## config.mk

```make
export PLATFORM = sky130hd
export DESIGN_NAME = sponge_aead_ctrl
export DESIGN_NICKNAME = d
export VERILOG_FILES = /design/src/rtl/sponge_aead_ctrl.sv
export SDC_FILE = /design/constraint.sdc
export NUM_CORES = 1
export LEC_CHECK = 0
export BUFFER_PORTS_ARGS = -buffer_cell sky130_fd_sc_hd__buf_2
export CAP_MARGIN = 0
export CORE_AREA = 2 2 307 309
export DETAILED_ROUTE_END_ITERATION = 7
export DIE_AREA = 0 0 309 311
export SKIP_CTS_REPAIR_TIMING = 1
export SYNTH_ARGS = -nofsm -noshare
export SYNTH_HDL_FRONTEND = slang
export SYNTH_SLANG_ARGS = --single-unit
```

## constraint.sdc

```tcl
create_clock -name clk -period 2.02 [get_ports clk]
set_input_delay 0.404 -clock clk [delete_from_list [all_inputs] [get_ports clk]]
set_output_delay 0.404 -clock clk [all_outputs]
set_load 0.02 [all_outputs]
```

## src/rtl/sponge_aead_ctrl.sv

```systemverilog
module sponge_aead_ctrl #(
  parameter int BLK_W   = 64,
  parameter int NONCE_W = 120
) (
  input  logic                   clk,
  input  logic                   rst_n,
  input  logic                   start,
  input  logic                   decrypt,
  input  logic [NONCE_W-1:0]     nonce,
  input  logic [2*BLK_W-1:0]     exp_tag,
  input  logic                   in_valid,
  output logic                   in_ready,
  input  logic [BLK_W-1:0]       in_data,
  input  logic [3:0]             in_bytes,
  input  logic                   in_last,
  output logic                   out_valid,
  output logic [BLK_W-1:0]       out_data,
  output logic [3:0]             out_bytes,
  output logic                   tag_valid,
  output logic [2*BLK_W-1:0]     tag,
  output logic                   tag_ok,
  output logic                   c_start,
  output logic [2*BLK_W-1:0]     c_in,
  input  logic                   c_done,
  input  logic [2*BLK_W-1:0]     c_out
);
  localparam int ST_W  = 2 * BLK_W;
  localparam int DOM_W = ST_W - NONCE_W;
  localparam logic [DOM_W-1:0] DOM_AD    = DOM_W'(1);
  localparam logic [DOM_W-1:0] DOM_NONCE = DOM_W'(2);
  localparam logic [DOM_W-1:0] DOM_MSG   = DOM_W'(3);

  typedef enum logic [2:0] {S_IDLE, S_AD, S_NONCE, S_MSG, S_WAIT} phase_t;

  phase_t                st, nxt;
  logic                  dec_q;
  logic [NONCE_W-1:0]    nonce_q;
  logic [ST_W-1:0]       exp_q, state;

  logic [BLK_W-1:0] t_up, t_lo, mask, pad, xin, absorbed, out_blk;
  logic [6:0]       sh;
  logic [DOM_W-1:0] dom;
  logic [ST_W-1:0]  call_in;

  assign t_up     = state[ST_W-1:BLK_W];
  assign t_lo     = state[BLK_W-1:0];
  assign sh       = {in_bytes, 3'b000};
  assign mask     = ~({BLK_W{1'b1}} >> sh);
  assign pad      = {1'b1, {(BLK_W-1){1'b0}}} >> sh;
  assign xin      = (dec_q && st == S_MSG) ? in_data : in_data ^ t_up;
  assign absorbed = (xin & mask) | ((pad ^ t_up) & ~mask);
  assign out_blk  = (in_data ^ t_up) & mask;
  assign dom      = !in_last ? '0 : (st == S_AD) ? DOM_AD : DOM_MSG;
  assign call_in  = {absorbed, t_lo ^ {{(BLK_W-DOM_W){1'b0}}, dom}};
  assign in_ready = (st == S_AD) || (st == S_MSG);
  assign tag      = state;

  always_ff @(posedge clk or negedge rst_n) begin
    if (!rst_n) begin
      st        <= S_IDLE;
      nxt       <= S_IDLE;
      dec_q     <= 1'b0;
      nonce_q   <= '0;
      exp_q     <= '0;
      state     <= '0;
      c_start   <= 1'b0;
      c_in      <= '0;
      out_valid <= 1'b0;
      out_data  <= '0;
      out_bytes <= '0;
      tag_valid <= 1'b0;
      tag_ok    <= 1'b0;
    end else begin
      c_start   <= 1'b0;
      out_valid <= 1'b0;
      tag_valid <= 1'b0;
      case (st)
        S_IDLE: if (start) begin
          st      <= S_AD;
          dec_q   <= decrypt;
          nonce_q <= nonce;
          exp_q   <= exp_tag;
          state   <= '0;
          tag_ok  <= 1'b0;
        end
        S_AD, S_MSG: if (in_valid) begin
          c_start <= 1'b1;
          c_in    <= call_in;
          st      <= S_WAIT;
          if (st == S_MSG) begin
            out_valid <= 1'b1;
            out_data  <= out_blk;
            out_bytes <= in_bytes;
            nxt       <= in_last ? S_IDLE : S_MSG;
          end else begin
            nxt <= in_last ? S_NONCE : S_AD;
          end
        end
        S_NONCE: begin
          c_start <= 1'b1;
          c_in    <= state ^ {nonce_q, DOM_NONCE};
          nxt     <= S_MSG;
          st      <= S_WAIT;
        end
        S_WAIT: if (c_done) begin
          state <= c_out;
          st    <= nxt;
          if (nxt == S_IDLE) begin
            tag_valid <= 1'b1;
            tag_ok    <= dec_q && (c_out == exp_q);
          end
        end
        default: st <= S_IDLE;
      endcase
    end
  end
endmodule

```

==> metrics.md, run 1 <==
| Metric | Value |
|---|---|
| Outcome | finished, violations left |
| Violated checks | design-rule violations, negative hold slack, negative setup slack |
| Layout Skew | 0.0269 ns |
| Transition time at the pin with the least slew margin | 0.757 ns |
| Met1 routed wirelength after detailed routing | 56.5 mm |
| Required arrival time at the worst endpoint | 2.60 ns |
| Largest net degree at the start of global routing | 70 |
| Total detailed-routing wirelength | 137 mm |
| Sequential share of the synthesized area | 0.539 |
| Worst hold slack | -0.0288 ns |
| Worst setup path start | st[1] |
| Upper clock frequency limit | 445 MHz |
| Via count of the routed design | 26700 |
| Arrival time of data at the critical path endpoint | 2.83 ns |
| Netlist Area Pre-Place | 0.0270 mm² |
| Placer's final routability congestion estimate | 0.920 |
| Final-report max-slew violation count | 0 |
| Endpoint of the most critical setup path | tag_ok |
| Initial Util | 0.291 |
| Highest layer used for signal routing | met5 |
| Most frequent standard cell in the layout excluding fill and tap cells | buf_2 |
| Synthesized netlist net count | 3043 |
| Origin of the critical flop-to-flop path | st[1] |
| Setup WS pre-CTS | -0.507 ns |
| Average cell area after synthesis | 10.4 µm² |
| Fraction of the cycle the final worst path needs | 1.11 |
| Grt ovf | 0 |
| DIE WIDTH | 309 µm |
| Register clock-pin slew on the reported worst setup and hold paths | 0.06 ns |
| Post-synthesis register bit count | 582 |
| Critical-path maximum fanout | 4 |
| IR Drop Worst-Case VDD | 886 µV |
| Die H | 311 µm |
| Lkg Pwr | 0.0192 µW |
| Area of the multi-input gates | 0.0124 mm² |
| Detail-routed net length per standard cell | 26.7 µm |
| Unrepaired setup endpoints after global routing | true |
| Post-route total power | 66800 µW |
| Total number of H-tree levels | 3 |
| First-pass GRT wire length | 179 mm |
| Final critical delay including setup and external delays | 2.25 ns |
| Total of max-cap violations | 0 |
| Synthesis-to-layout area growth | 52.7% |
| Flip-flop cell with the highest count after synthesis | dfrtp_1 |
| Final #Nets | 4247 |
| Detail Route met3 WL | 9.82 mm |
| Vias per Instance | 5.20 |
| Relative slew slack | 0.494 |
| Number of core rows | 112 |
| Antenna violations before repair | 41 |
| Power density normalized to cell area | 1620 mW/mm² |
| Buffer levels on the longest clock path | 3 |
| Antenna violation net count after detailed routing | 0 |
| Crit path launch type | flip-flop |
| Flip-flop and latch area | 0.0146 mm² |
| Top-area cell type share of the netlist area | 0.539 |
| I/O pin count | 780 |
| Layout cells sized above 1 | 0.435 |
| Fillcell total | 8922 |
| Drt first pass iters | 8 |
| Iteration-0 DRC Markers | 2435 |
| Sum of net half-perimeters after detailed placement | 99.5 mm |
| IO Port Bufs | 779 |
| Endpoint of the most critical register-to-register path | tag_ok |
| Placeable Area | 0.0928 mm² |
| # DRC | 10 |
| Min-delay worst type | in -> reg |
| Number of flops mapped to enable cells by yosys | 0 |
| Highest-count cells in the layout ignoring fill and taps | 778 x buf_2, 578 x dfrtp_1, 301 x nand2_1, 234 x mux2_2, 200 x dlygate4sd3_1 |
| CTS buffer count | 72 |
| Minimum setup slack among reg-to-reg paths | -0.23 ns |
| Total GRT Usage | 0.258 |
| Setup Crit Path Kind | reg -> reg |
| Count of final hold-check violations | 4 |
| Area of the die | 0.0961 mm² |
| Clock latency of the later-clocked register in the worst-skew pair | 0.65 ns |
| Kind of end point of the critical path | flip-flop |
| Largest area contributor in the synthesized netlist | dfrtp_1 |
| Gate count after technology mapping | 2592 |
| Unique cell type count in the Yosys netlist | 55 |
| Reg2Reg Depth | 7 |
| Met2 wire length | 64.6 mm |
| TritonCTS clock tree | done |
| Clk Tree Root Cell | clkbuf_16 |
| Most area-consuming cells after synthesis | dfrtp_1 54%, mux2_2 9.8%, o21ai_0 5.8% |
| CTS sink cnt | 582 |
| Count of final setup violators | 115 |
| Proportion of synthesized flip-flops having asynchronous set or reset | 1.00 |
| Via count of the first global-routing pass | 24500 |
| Final WS setup | -0.229 ns |
| Yosys Warn Count | 0 |
## power breakdown
group / leakage [µW] / internal [µW] / switching [µW]
registers: 0.00729 / 17100 / 5140
logic: 0.0106 / 13300 / 17400
clock network: 0.00126 / 8270 / 5570
total: 0.0192 / 38700 / 28100
## flip-flops by register name, summed over array words and instances, names as in the netlist, 2 cells and up
name       cells
exp_q        128
out_data      64
tag          128
nxt            2
c_in         128
st             3
out_bytes      4
nonce_q      120
## cell usage after synthesis, types with 13 or more instances
| library cell | count |
|---|---|
| nor2_1 | 22 |
| o21ai_0 | 311 |
| nand2b_1 | 15 |
| a22o_1 | 61 |
| nand4_1 | 15 |
| o21ai_1 | 17 |
| a21oi_1 | 112 |
| dfrtp_1 | 582 |
| a211oi_1 | 41 |
| nand2_1 | 317 |
| mux2_2 | 234 |
| nor4_1 | 19 |
| inv_1 | 109 |
| a221oi_1 | 29 |
| nand3_1 | 181 |
| xnor2_1 | 95 |
| a22oi_1 | 24 |
| clkbuf_1 | 85 |
| nor2b_1 | 13 |
| o22ai_1 | 22 |
| xor2_1 | 60 |
| a21o_1 | 29 |
| buf_2 | 67 |
| o31ai_1 | 55 |
## logic make-up after synthesis
| kind of cell | count (synthesis) | synth area share |
|---|---|---|
| AOI/OAI and AO/OA | 732 | 0.167 |
| and+or+nand+nor | 608 | 0.102 |
| DFF | 582 | 0.539 |
| buffers and inverters | 279 | 0.0430 |
| muxes | 236 | 0.0983 |
| xor gates and xnor gates | 155 | 0.0503 |
## through the flow
stage	instance area (µm²)	cells	util	setup TNS (ns)
2_1_floorplan	27000	2592	-	0
3_3_place_gp	34300	4705	0.369	-3.33
3_5_place_dp	34300	4705	0.369	-5.77
4_1_cts	36800	4836	0.397	-5.55
5_1_grt	41200	5120	0.444	-20.35
6_report	41200	5129	0.445	-5.28
## routing by layer
| metal | GRT usage | vias to the layer above |
|---|---|---|
| met5 | 0 | - |
| met4 | 0.107 | 28 |
| met3 | 0.0591 | 283 |
| met2 | 0.415 | 1294 |
| met1 | 0.333 | 13400 |
| li1 | - | 11700 |
## cell type report
class | instances | share of cell area
clock buffer | 101 | 0.0524
sequential | 582 | 0.353
clock inverter | 30 | 0.00861
antenna | 22 | 0.00133
multi-input combinational | 1731 | 0.301
timing repair buffer | 1299 | 0.235
tap | 1254 | 0.0380
inverter | 110 | 0.0103
## worst max-delay path, stage by stage, from the launching register on
cell and delay, ns:
dfrtp_2 0.47, nor3b_4 0.36, buf_6 0.18, nand4_1 0.24, nor4_2 0.36, nand3_1 0.20
nor4_4 0.20, a22o_1 0.16
## how the worst min path moves through the flow
stage	start	end	depth (start not counted)
final	exp_tag[102]	exp_q[102]	3
after global routing	exp_tag[75]	exp_q[75]	2
after CTS	rst_n	exp_q[14]	1
after detailed placement	rst_n	c_in[19]	1
after global placement	rst_n	exp_q[73]	1
after floorplan	rst_n	c_in[0]	0
Power figures use the tool's default switching activity.
==> run 2: changes to the inputs <==
ABC_AREA = 1   (was default)
CORE_AREA = 2 2 302 304   (was 2 2 307 309)
DIE_AREA = 0 0 304 306   (was 0 0 309 311)
==> run 2 against run 1 <==
Net effect:
- largest power group unchanged
- setup slack better by 0.32 ns
- die area shrank 3.2%
- critical endpoint is now in_ready
- clock power shrank 9%
- via count decreased by 3.1%
- sequential cell count unchanged
- clock skew grew 0.0065 ns
- design area fell by 10%
- the flow finishes with violations (negative hold slack)
==> metrics.md, run 2 <==
| Metric | Value |
|---|---|
| # DRC | 0 (-10) |
| First-pass GRT wire length | 161 mm (-10%) |
| Synthesized netlist net count | 3844 (+26%) |
| Critical hold path startpoint | nonce[18] |
| Vias per Instance | 4.67 (-10%) |
| Final #Nets | 4745 (+12%) |
| Count of final setup violators | 0 (-100%) |
| Area of the multi-input gates | 0.0113 mm² (-9.1%) |
| Count of buffer and inverter cells on the critical path | 1 (unchanged) |
| Critical-path maximum fanout | 5 (+1) |
| IO Port Bufs | 779 (unchanged) |
| Worst setup path start | st[2] |
| Via count of the first global-routing pass | 25400 (+3.9%) |
| Gate count after technology mapping | 3393 (+31%) |
| Fillcell total | 9136 (+2.4%) |
| Grt ovf | 0 (unchanged) |
| Min-delay worst type | in -> reg |
| Layout Skew | 0.0335 ns (+0.00651 ns) |
| Sum of net half-perimeters after detailed placement | 81.1 mm (-19%) |
| Met3 Usage GRT | 0.0592 (+0.000118) |
| Number of core rows | 110 (-1.8%) |
| Clock latency of the later-clocked register in the worst-skew pair | 0.61 ns (-0.04 ns) |
| Crit path launch type | flip-flop |
| Library cell with the highest instance count after synthesis | nand2_1 |
| IR Drop Worst-Case VDD | 876 µV (-1.1%) |
| Relative slew slack | 0.532 (+0.0381) |
| Post-synth top cells | 1266 x nand2_1, 582 x dfrtp_1, 356 x o21ai_0 |
| Cell Chain, Critical Path | nor2_4 -> buf_2 |
| Setup Crit Path Kind | reg -> out |
| DIE WIDTH | 304 µm (-1.6%) |
| Fraction of the cycle the final worst path needs | 0.955 (-0.158) |
| Antenna violations before repair | 24 (-41%) |
| Initial Util | 0.310 (+0.0192) |
| Cell with the largest stage delay on the worst path | dfrtp_1 |
| Final-report max-slew violation count | 0 (unchanged) |
| Total GRT Usage | 0.226 (-0.0317) |
| Most frequent standard cell in the layout excluding fill and tap cells | nand2_1 |
| Portion of total power attributed to the clock network | 0.220 (+0.013) |
| Lkg Pwr | 0.0191 µW (-0.52%) |
| Yosys Warn Count | 0 (unchanged) |
| Kind of end point of the critical path | output port |
| Placeable Area | 0.0896 mm² (-3.4%) |
| Total detailed-routing wirelength | 108 mm (-21%) |
| Largest net degree at the start of global routing | 106 (+51%) |
| Via count of the routed design | 25900 (-3.1%) |
| Total number of H-tree levels | 3 (unchanged) |
| Largest area contributor in the synthesized netlist | dfrtp_1 |
| Area of the die | 0.0930 mm² (-3.2%) |
| Netlist Area Pre-Place | 0.0278 mm² (+3.0%) |
| Detail-routed net length per standard cell | 19.5 µm (-27%) |
| Layer with the highest usage | met2 |
| Clk Tree Root Cell | clkbuf_16 |
| Worst hold slack | -0.00413 ns (+0.0246 ns) |
| Outcome | finished, violations left |
| Number of flops mapped to enable cells by yosys | 0 (unchanged) |
| Upper clock frequency limit | 518 MHz (+17%) |
| Final standard cell area without fillers | 0.0370 mm² (-10%) |
| Number of cells after detailed placement | 5301 (+13%) |
| Required arrival time at the worst endpoint | 1.62 ns (-0.98 ns) |
| Placer's final routability congestion estimate | 0.876 (-4.8%) |
| I/O pin count | 780 (unchanged) |
| Unique cell type count in the Yosys netlist | 31 (-44%) |
| Post-synthesis register bit count | 582 (unchanged) |
| Proportion of power drawn by flip-flops and latches | 0.364 (+0.030) |
| Most area-consuming cells after synthesis | dfrtp_1 52%, nand2_1 17%, o21ai_0 6.4% |
| Synthesis-to-layout area growth | 33.1% |
| Critical path's largest stage delay | 0.47 ns (about the same) |
| CTS buffer count | 71 (-1.4%) |
| Total of max-cap violations | 0 (unchanged) |
| Count of final hold-check violations | 1 (-3) |
| Iteration-0 DRC Markers | 2021 (-17%) |
| Part of the total power dissipated in combinational logic | 0.416 (-0.043) |
| Sequential share of the synthesized area | 0.524 (-0.0155) |
| Power density normalized to cell area | 1540 mW/mm² (-5.0%) |
| Origin of the critical flop-to-flop path | exp_q[46] |
| Internal | 32400 µW (-16%) |
| Post-route total power | 56900 µW (-15%) |
| Flip-flop cell with the highest count after synthesis | dfrtp_1 |
| Flip-flop and latch area | 0.0146 mm² (about the same) |
| Register clock-pin slew on the reported worst setup and hold paths | 0.06 ns (about the same) |
| Top-area cell type share of the netlist area | 0.524 (-0.0155) |
| Final critical delay including setup and external delays | 1.93 ns (-0.320 ns) |
| Proportion of synthesized flip-flops having asynchronous set or reset | 1.00 (unchanged) |
| Antenna violation net count after detailed routing | 0 (unchanged) |
| Cell area after placement | 0.0338 mm² (-1.4%) |
| CTS sink cnt | 582 (unchanged) |
| Transition time at the pin with the least slew margin | 0.702 ns (-0.0546 ns) |
| Switching Power | 24500 µW (-13%) |
| Arrival time of data at the critical path endpoint | 1.52 ns (-1.31 ns) |
| Unrepaired setup endpoints after global routing | true |
| Number of cells in the finished layout apart from fillers | 5532 (+7.9%) |
| Highest-count cells in the layout ignoring fill and taps | 1263 x nand2_1, 778 x buf_2, 581 x dfrtp_1, 356 x o21ai_0, 296 x inv_1 |
| Category of cells accounting for the largest share of critical-path delay | flip-flops |
| Buffer levels on the longest clock path | 3 (unchanged) |
| TritonCTS clock tree | done |
| Violated checks | negative hold slack |
| Met1 demand-to-capacity share in global routing | 0.280 (-0.0532) |
| Layout cells sized above 1 | 0.243 (-0.192) |
| Final sum of negative setup slack | 0 ns (+5.28 ns) |
| Average cell area after synthesis | 8.19 µm² (-21%) |
| Switch share | 0.431 (+0.0103) |
| Met2 Use GR | 0.383 (-0.0314) |
| Drt first pass iters | 6 (-2) |
| Die H | 306 µm (-1.6%) |
run 2: cell types whose count changed after synthesis, sizes merged, moves of 29 or more:
cell,before,now
a211oi,41,0
a21o,29,0
a21oi,113,82
a221oi,29,0
a22o,61,0
inv,110,305
mux2,234,0
nand2,317,1273
nor2,23,83
o21ai,329,379
xnor2,95,141
xor2,60,129
run 2: worst min-delay path, cell delays in order:
cell and delay [ns]:
buf_2 0.08, nand2_1 0.04, nand2_1 0.04
run 2: cell families after synthesis:
kind of cell	Yosys count	synth area share
and+or+nand+nor	1546	0.221
DFF	582	0.524
AOI/OAI and AO/OA	519	0.0985
buffers and inverters	476	0.0715
xor gates and xnor gates	270	0.0850
run 2: cell type report:
class                           count  area share
Clock buffer                      103      0.0550
Clock inverter                     23     0.00558
Timing Repair Buffer              999       0.169
Sequential cell                   582       0.394
Inverter                          305      0.0315
Antenna cell                        9    0.000609
Tap cell                         1176      0.0398
Multi-Input combinational cell   2335       0.305
run 2: path summary, 6_finish.rpt:
check	slack [ns]	depth (start not counted)	end
max in group asynchronous	0.83	3	nonce_q[74]
setup / recovery	0.09	2	in_ready
min in group asynchronous	0.31	2	tag_ok
hold reg to reg	0.47	2	out_bytes[2]
hold / removal	-0.004	3	nonce_q[18]
setup reg to reg	0.11	9	tag_ok
run 2: stage by stage:
stage | hold slack [ns] | util | worst slack, ns
detailed placement | 0.347 | 0.377 | -0.285
global placement | 0.348 | 0.377 | -0.289
global route | 0.000460 | 0.413 | -0.00331
floorplan | 0.108 | - | 0.348
finish | -0.00413 | 0.413 | 0.0911
CTS | -0.318 | 0.402 | -0.125
run 2: metal layers:
metal,vias to the layer above,wire [µm]
met3,179,8220
li1,12500,-
met4,22,3200
met1,12200,44300
met2,972,51900
met5,-,116
run 2: power by group through the flow:
stage	Sequential [µW]	Clock (µW)	Combinational, µW
floorplan	22700	0	12000
global placement	20700	0	23300
detailed placement	20800	0	23600
CTS	20700	12800	23700
global route	21300	13300	26200
finish	20700	12500	23700
==> run 3: changes to the inputs <==
HOLD_SLACK_MARGIN = 0.06   (was default)
==> run 3 against run 2 <==
Net effect:
- worst hold slack improved by 0.057 ns
- design area up 4.2%
- highest routed layer unchanged
- sequential cell count unchanged
- utilization up 1.7 points
- die area is the same
- the flow now finishes without violations
- critical path depth is 9 higher
- non-clock buffer count grew 157
- sequential power is essentially flat
==> metrics.md, run 3 (synthesized netlist as in run 2, its figures left out) <==
| Metric | Value |
|---|---|
| CTS buffer count | 71 (unchanged) |
| Power density normalized to cell area | 1480 mW/mm² (-3.5%) |
| Layout cells sized above 1 | 0.234 (-0.00846) |
| Arrival time of data at the critical path endpoint | 2.53 ns (+1.01 ns) |
| Total of max-cap violations | 0 (unchanged) |
| Buffer levels on the longest clock path | 3 (unchanged) |
| I/O pin count | 780 (unchanged) |
| Via count of the routed design | 26500 (+2.6%) |
| Kind of end point of the critical path | flip-flop |
| Required arrival time at the worst endpoint | 2.57 ns (+0.95 ns) |
| TritonCTS clock tree | done |
| Number of core rows | 110 (unchanged) |
| Final #Nets | 4902 (+3.3%) |
| Sum of net half-perimeters after detailed placement | 81.1 mm (unchanged) |
| Detail-routed net length per standard cell | 19.2 µm (-1.1%) |
| Count of final setup violators | 0 (unchanged) |
| Layer with the highest usage | met2 |
| Antenna violations before repair | 19 (-21%) |
| Transition time at the pin with the least slew margin | 0.698 ns (-0.00400 ns) |
| Total detailed-routing wirelength | 109 mm (+1.6%) |
| Clock latency of the later-clocked register in the worst-skew pair | 0.61 ns (about the same) |
| Die H | 306 µm (unchanged) |
| Highest-count cells in the layout ignoring fill and taps | 1263 x nand2_1, 778 x buf_2, 581 x dfrtp_1, 356 x o21ai_0, 296 x inv_1 |
| Min-delay worst type | in -> reg |
| Total GRT Usage | 0.226 (unchanged) |
| Number of cells after detailed placement | 5301 (unchanged) |
| CTS sink cnt | 582 (unchanged) |
| # DRC | 0 (unchanged) |
| Lkg Pwr | 0.0197 µW (+3.4%) |
| Met2 Use GR | 0.383 (unchanged) |
| Via count of the first global-routing pass | 25400 (unchanged) |
| Final-report max-slew violation count | 0 (unchanged) |
| Upper clock frequency limit | 505 MHz (-2.7%) |
| Largest net degree at the start of global routing | 106 (unchanged) |
| Crit path launch type | input port |
| Placeable Area | 0.0896 mm² (unchanged) |
| DIE WIDTH | 304 µm (unchanged) |
| Iteration-0 DRC Markers | 2024 (+0.15%) |
| Layout Skew | 0.0344 ns (+0.000955 ns) |
| Unrepaired setup endpoints after global routing | true |
| Clk Tree Root Cell | clkbuf_16 |
| IO Port Bufs | 779 (unchanged) |
| First-pass GRT wire length | 161 mm (unchanged) |
| Register clock-pin slew on the reported worst setup and hold paths | 0.06 ns (about the same) |
| Grt ovf | 0 (unchanged) |
| Fillcell total | 8964 (-1.9%) |
| Area of the die | 0.0930 mm² (unchanged) |
| Drt first pass iters | 6 (unchanged) |
| Met1 demand-to-capacity share in global routing | 0.280 (unchanged) |
| Antenna violation net count after detailed routing | 0 (unchanged) |
| Most frequent standard cell in the layout excluding fill and tap cells | nand2_1 |
| Outcome | finished clean |
| Placer's final routability congestion estimate | 0.876 (unchanged) |
| Total number of H-tree levels | 3 (unchanged) |
| Relative slew slack | 0.534 (+0.00267) |
| Vias per Instance | 4.66 (-0.22%) |
| Count of final hold-check violations | 0 (-1) |
| Post-route total power | 57200 µW (+0.61%) |
| Setup Crit Path Kind | in -> reg |
| Met3 Usage GRT | 0.0592 (unchanged) |
| Final sum of negative setup slack | 0 ns (unchanged) |
| IR Drop Worst-Case VDD | 870 µV (-0.70%) |
| Area of the multi-input gates | 0.0113 mm² (unchanged) |
| Synthesis-to-layout area growth | 38.7% |
| Number of cells in the finished layout apart from fillers | 5687 (+2.8%) |
| Worst hold slack | 0.0524 ns (+0.0565 ns) |
| Final critical delay including setup and external delays | 1.98 ns (+0.0525 ns) |
| Initial Util | 0.310 (unchanged) |
| Fraction of the cycle the final worst path needs | 0.981 (+0.0260) |
| Critical-path maximum fanout | 2 (-3) |
| Flip-flop and latch area | 0.0146 mm² (unchanged) |
[run 3: cell types whose count changed in the layout (fill, tap and decap cells not counted), sizes merged]
cell         change
diode            -2
dlygate4sd3    +157
[run 3: worst max-delay path, cell delays in order]
cell and delay [ns]:
dlygate4sd3_1 0.53, buf_2 0.14, xnor2_1 0.23, nand2_1 0.10, nor2_1 0.22, nand2_1 0.25
nor2_1 0.27, nand2_1 0.16, nor2_1 0.14, nand2_1 0.05, nand2_1 0.05
[run 3: report_power, final]
group | switching [µW] | internal, µW | total [µW]
logic | 15200 | 8730 | 24000
clock network | 5270 | 7270 | 12500
registers | 4130 | 16600 | 20700
[run 3: path summary, 6_finish.rpt]
path / endpoint / from / depth (start not counted) / slack (ns)
max: tag_ok / c_out[46] / 11 / 0.04
min: tag[93] / c_out[93] / 3 / 0.05
max reg2reg: c_in[126] / st[2] / 9 / 0.12
min reg2reg: out_bytes[2] / out_bytes[2] / 2 / 0.47
max in group asynchronous: nonce_q[70] / rst_n / 3 / 0.81
min in group asynchronous: tag_ok / rst_n / 2 / 0.31
[run 3: cell type report]
class,count,share of cell area
inverter,305,0.0303
clock buffer,103,0.0528
sequential,582,0.378
clock inverter,23,0.00535
multi-input combinational,2335,0.292
tap,1176,0.0381
antenna,7,0.000454
timing repair buffer,1156,0.203
[run 3: layer usage]
metal / vias to the layer above / routed length (µm)
li1: 12800 / -
met1: 12500 / 45100
met2: 994 / 52700
met3: 195 / 8080
met4: 20 / 3390
met5: - / 114
[run 3: stage by stage]
stage | util | setup WS [ns] | area, µm²
after floorplan | - | 0.348 | 27800
after global placement | 0.377 | -0.289 | 33800
after detailed placement | 0.377 | -0.285 | 33800
after CTS | 0.402 | -0.125 | 36000
after global routing | 0.430 | -0.00395 | 38600
final | 0.431 | 0.0386 | 38600
